[config.mk]
export PLATFORM = sky130hd
export DESIGN_NAME = parity_mem_wrap
export DESIGN_NICKNAME = d
export VERILOG_FILES = /design/src/rtl/parity_mem_pkg.sv /design/src/rtl/pmw_chk_gen.sv /design/src/rtl/pmw_store.sv /design/src/rtl/pmw_read_stage.sv /design/src/rtl/pmw_err_log.sv /design/src/rtl/parity_mem_wrap.sv
export SDC_FILE = /design/constraint.sdc
export NUM_CORES = 1
export LEC_CHECK = 0
export ABC_AREA = 1
export BUFFER_PORTS_ARGS = -buffer_cell sky130_fd_sc_hd__buf_2
export CORE_MARGIN = 5
export CORE_UTILIZATION = 56
export CTS_CLUSTER_SIZE = 20
export DETAILED_ROUTE_END_ITERATION = 10
export PLACE_DENSITY = 0.77
export REMOVE_ABC_BUFFERS = 1
export SETUP_SLACK_MARGIN = 0.2
export SYNTH_ARGS = -nofsm -noshare
export SYNTH_HDL_FRONTEND = slang
export SYNTH_SLANG_ARGS = --single-unit
[constraint.sdc]
create_clock -name clk_i -period 1.8 [get_ports clk_i]
set_clock_uncertainty 0.2 [all_clocks]
set_input_delay 0.09 -clock clk_i [delete_from_list [all_inputs] [get_ports clk_i]]
set_output_delay 0.09 -clock clk_i [all_outputs]
set_load 0.01 [all_outputs]
[src/rtl/parity_mem_pkg.sv]
package parity_mem_pkg;
  localparam int unsigned BYTE_W = 8;
  localparam int unsigned WORD_W = BYTE_W + 1;

  typedef struct packed {
    logic              chk;
    logic [BYTE_W-1:0] data;
  } word_t;
endpackage

[src/rtl/pmw_chk_gen.sv]
// Check bit: 1 for an even count of ones.
module pmw_chk_gen
  import parity_mem_pkg::*;
(
  input  logic [BYTE_W-1:0] data_i,
  output logic              chk_o
);
  logic [BYTE_W:0] acc;
  assign acc[0] = 1'b1;
  for (genvar i = 0; i < BYTE_W; i++) begin : g_xor
    assign acc[i+1] = acc[i] ^ data_i[i];
  end
  assign chk_o = acc[BYTE_W];
endmodule

[src/rtl/pmw_store.sv]
module pmw_store
  import parity_mem_pkg::*;
#(
  parameter int unsigned ADDR_W = 4,
  localparam int unsigned DEPTH = 1 << ADDR_W
) (
  input  logic              clk_i,
  input  logic              rst_ni,
  input  logic              wr_en_i,
  input  logic [ADDR_W-1:0] wr_addr_i,
  input  word_t             wr_word_i,
  input  logic              inj_en_i,
  input  logic [ADDR_W-1:0] inj_addr_i,
  input  logic [WORD_W-1:0] inj_mask_i,
  input  logic [ADDR_W-1:0] rd_addr_i,
  output word_t             rd_word_o
);
  word_t mem_q [DEPTH];

  for (genvar i = 0; i < DEPTH; i++) begin : g_word
    logic hit_wr, hit_inj;
    assign hit_wr  = wr_en_i  && (wr_addr_i  == ADDR_W'(i));
    assign hit_inj = inj_en_i && (inj_addr_i == ADDR_W'(i));
    always_ff @(posedge clk_i or negedge rst_ni) begin
      if (!rst_ni)      mem_q[i] <= '0;
      else if (hit_wr)  mem_q[i] <= wr_word_i;  // write beats injection
      else if (hit_inj) mem_q[i] <= mem_q[i] ^ inj_mask_i;
    end
  end

  assign rd_word_o = mem_q[rd_addr_i];
endmodule

[src/rtl/pmw_read_stage.sv]
module pmw_read_stage
  import parity_mem_pkg::*;
(
  input  logic              clk_i,
  input  logic              rst_ni,
  input  logic              rd_fire_i,
  input  word_t             rd_word_i,
  output logic              mismatch_o,
  output logic [BYTE_W-1:0] rdata_o,
  output logic              rvalid_o,
  output logic              rerr_o
);
  logic chk_calc;

  pmw_chk_gen u_chk (.data_i(rd_word_i.data), .chk_o(chk_calc));

  assign mismatch_o = rd_fire_i && (chk_calc != rd_word_i.chk);

  always_ff @(posedge clk_i or negedge rst_ni) begin
    if (!rst_ni) begin
      rvalid_o <= 1'b0;
      rerr_o   <= 1'b0;
      rdata_o  <= '0;
    end else begin
      rvalid_o <= rd_fire_i;
      rerr_o   <= mismatch_o;
      rdata_o  <= rd_fire_i ? rd_word_i.data : '0;
    end
  end
endmodule

[src/rtl/pmw_err_log.sv]
module pmw_err_log #(
  parameter int unsigned ADDR_W = 4
) (
  input  logic              clk_i,
  input  logic              rst_ni,
  input  logic              hit_i,
  input  logic [ADDR_W-1:0] hit_addr_i,
  input  logic              clr_i,
  output logic              err_o,
  output logic [ADDR_W-1:0] err_addr_o
);
  always_ff @(posedge clk_i or negedge rst_ni) begin
    if (!rst_ni) begin
      err_o      <= 1'b0;
      err_addr_o <= '0;
    end else if (hit_i) begin
      err_o <= 1'b1;
      if (!err_o || clr_i) err_addr_o <= hit_addr_i;
    end else if (clr_i) begin
      err_o <= 1'b0;
    end
  end
endmodule

[src/rtl/parity_mem_wrap.sv]
module parity_mem_wrap
  import parity_mem_pkg::*;
#(
  parameter int unsigned ADDR_W = 4
) (
  input  logic              clk_i,
  input  logic              rst_ni,
  input  logic              req_i,
  input  logic              we_i,
  input  logic [ADDR_W-1:0] addr_i,
  input  logic [7:0]        wdata_i,
  output logic [7:0]        rdata_o,
  output logic              rvalid_o,
  output logic              rerr_o,
  output logic              err_o,
  input  logic              err_clr_i,
  output logic [ADDR_W-1:0] err_addr_o,
  input  logic              inj_en_i,
  input  logic [ADDR_W-1:0] inj_addr_i,
  input  logic [8:0]        inj_mask_i
);
  logic  wr_fire, rd_fire, wr_chk, mismatch;
  word_t wr_word, rd_word;

  assign wr_fire = req_i && we_i;
  assign rd_fire = req_i && !we_i;

  pmw_chk_gen u_gen (.data_i(wdata_i), .chk_o(wr_chk));

  assign wr_word = '{chk: wr_chk, data: wdata_i};

  pmw_store #(.ADDR_W(ADDR_W)) u_store (
    .clk_i, .rst_ni,
    .wr_en_i(wr_fire), .wr_addr_i(addr_i), .wr_word_i(wr_word),
    .inj_en_i, .inj_addr_i, .inj_mask_i,
    .rd_addr_i(addr_i), .rd_word_o(rd_word)
  );

  pmw_read_stage u_rd (
    .clk_i, .rst_ni,
    .rd_fire_i(rd_fire), .rd_word_i(rd_word),
    .mismatch_o(mismatch), .rdata_o, .rvalid_o, .rerr_o
  );

  pmw_err_log #(.ADDR_W(ADDR_W)) u_log (
    .clk_i, .rst_ni,
    .hit_i(mismatch), .hit_addr_i(addr_i), .clr_i(err_clr_i),
    .err_o, .err_addr_o
  );
endmodule

==> impl_metrics.tcl <==
set metrics [dict create \
    status "finished with violations" \
    violations "negative hold slack, negative setup slack" \
    nets 1584 \
    diodes 0 \
    holdWs_ps -24.9 \
    die_w_um 141 \
    seq_power_share_pct 35.6 \
    power.internal_w 0.0117 \
    via_count 10000 \
    critPathSlowestCell "dfrtp_1" \
    rr_startpoint "u_store.mem_q[30]" \
    ir_drop_v 0.000772 \
    setup_tns_ps -2200 \
    post_drt_wl_per_cell_um 18.5 \
    power.net_switching_w 0.00636 \
    p_leak_nw 6.11 \
    die_y_um 141 \
    cts.path.max_buffers 2 \
    worstPathArrival_ps 2340 \
    critical_path.startpoint "u_store.mem_q[30]" \
    setup_viol_count_final 7 \
    design_area_um2 12700 \
    slew-limit-headroom_pct 57.3 \
    grt_max_degree 48 \
    worst_skew_pair.late_latency_ps 440 \
    final_common_cell "nand2_1" \
    place_congestion 0.901 \
    firstDrtPassIters 7 \
    drv_cap 0 \
    final_cells 1786 \
    drt-vias-per-instance 5.60 \
    fmax_mhz 452 \
    ant_nets 0 \
    p_clk_share_pct 22.1 \
    slowest_delay_ps 330 \
    setup_ws_ps -413 \
    grt_antenna_before_repair 0 \
    yosys_warnings 0 \
    core_um2 16600 \
    switching_share_pct 35.3 \
    drt_iter0_drc 1216 \
    first_global_vias 9607 \
    final_cell_mix "458 x nand2_1, 198 x buf_4, 159 x dfrtp_1" \
    ioPinCount 46 \
    period_minus_slack_ps 2210 \
    fp.dieArea_um2 19800 \
    initial_utilization_pct 57.4 \
    grt_overflow 0 \
    crit_path_cell_trace "inv_1 -> o21ai_1 -> nand2_1 -> nand2_1 -> nand2_1 -> nand2_2 -> inv_1 -> nand2_2 -> nand2_2 -> nand2_2 -> nand2_1 -> nand2_2 -> nand2_2 -> nand2_2 -> nand2_2 -> nand2_4 -> nand3_4 -> nand2_2 -> nand2_1" \
    synth.distinct_cells 30 \
    grt_util_all_layers_pct 32.7 \
    rsz0062_at_grt "yes" \
    finalMaxSlewViolations 0 \
    min_path_type "in -> async" \
    row_count 47 \
    p_comb_share_pct 42.3 \
    cts_num_sinks 159 \
    path_common_cell "nand2_2" \
    fin_crit_sh_pct 123 \
    crit_path_start_kind "flip-flop" \
    dpl-instance-area_um2 11500 \
    ys_seq_area_share_pct 41.7 \
    tightest_slew_ps 640 \
    ys_ff_latch 159 \
    syn_area_per_cell_um2 7.27 \
    wirelength_mm 33.1 \
    dp_cells 1716 \
    rr_worst_depth 19 \
    endpoint_kind "flip-flop" \
    cts_made_buffers 17 \
    cts.clk_slew.worst_paths_ps 70 \
    htreeDepth 4 \
    synth_area_um2 9550 \
    power_per_cell_area_nw_per_um2 1420 \
    critical_path_required_ps 1930 \
    drive_gt1_share_pct 24.9 \
    grt_pass1_wl_mm 50.5 \
    dp_hpwl_mm 21.0 \
    portBuffers 45 \
    hold_viol_final 15 \
    area_growth_pct 32.8 \
    cts-root-buf "clkbuf_16" \
    drc 0 \
    path_max_fanout 6 \
    postSynthCellCount 1314 \
    tritoncts "done" \
    crit_type "reg -> reg" \
]
==> worst paths after layout <==
kind / endpoint / slack [ps]
hold reg to reg: u_log.err_addr_o[0] / 280
min in group clk_i: u_store.mem_q[72] / 30
hold / removal: u_store.mem_q[13] / -20
max in group asynchronous: u_store.mem_q[2] / 810
setup reg to reg: u_log.err_addr_o[3] / -410
setup / recovery: u_log.err_addr_o[3] / -410
==> area by class of cell <==
cell class	count	area [um2]
clock buffer	17	425
clock inverter	15	209
fill	1126	3960
inverter	77	299
multi-input combinational	1013	5120
sequential	159	3980
tap	220	275
timing repair buffer	285	2380
==> critical path, delay by kind of cell (launching register included) <==
kind / cells / cell delay (ps)
flip-flops: 1 / 330
AO/OA/AOI/OAI: 1 / 150
buffers and inverters: 2 / 110
AND/OR/NAND/NOR: 16 / 1300
==> cell usage after synthesis (all sizes together) <==
cell type,n,share of area [%]
clkbuf,34,1.3
buf,32,2.5
o22ai,8,0.52
dfrtp,159,42
xor2,94,8.6
clkinv,16,0.63
a21oi,88,4.7
xnor2,57,5.2
nand3,22,1.3
nand2,504,20
o21ai,80,4.2
inv,61,2.5
nor2,153,6.2
nand4,6,0.39
==> registers in the layout, indices dropped and copies added (netlist names) <==
signal / count
u_store.mem_q: 144
u_log.err_o: 1
u_rd.rdata_o: 8
u_log.err_addr_o: 4
u_rd.rerr_o: 1
u_rd.rvalid_o: 1
==> per-stage QoR <==
stage          util (%)  worst slack, ps  power [W]
2_1_floorplan         -            -58.4    0.00961
3_3_place_gp       68.9             -552     0.0127
3_5_place_dp       68.9             -617     0.0130
4_1_cts            74.4             -292     0.0173
5_1_grt            76.2             -533     0.0190
6_report           76.2             -413     0.0180
==> cell families after synthesis <==
logic type                synth area share (%)
and+or+nand+nor                           28.2
AOI/OAI and AO/OA                         9.41
DFF                                       41.7
xor gates and xnor gates                  13.8
buffers and inverters                     6.90
==> power groups by stage <==
stage | Combinational, W | Sequential, W | Clock (W)
floorplan | 0.00337 | 0.00625 | 0
global placement | 0.00645 | 0.00629 | 0
detailed placement | 0.00669 | 0.00633 | 0
CTS | 0.00704 | 0.00633 | 0.00396
global route | 0.00834 | 0.00655 | 0.00413
finish | 0.00762 | 0.00642 | 0.00398
==> metal layers <==
| metal | global-route usage [%] | vias to the layer above | routed length, um |
|---|---|---|---|
| met4 | 16.2 | 0 | 1680 |
| li1 | - | 4536 | - |
| met2 | 51.5 | 640 | 15200 |
| met1 | 42.3 | 4688 | 12700 |
| met3 | 7.86 | 144 | 3570 |
| met5 | 1.75 | - | 0 |
==> what timing repair did <==
item | 4_1_cts | 5_1_grt
hold buffers | 13 | 0
setup endpoints to repair | 7 | 55
resized for setup | 36 | 50
endpoints found under the hold margin | 254 | 0
gates cloned | 0 | 2
pin swaps | 31 | 42
setup buffers | 8 | 15
Power figures use the tool's default switching activity.
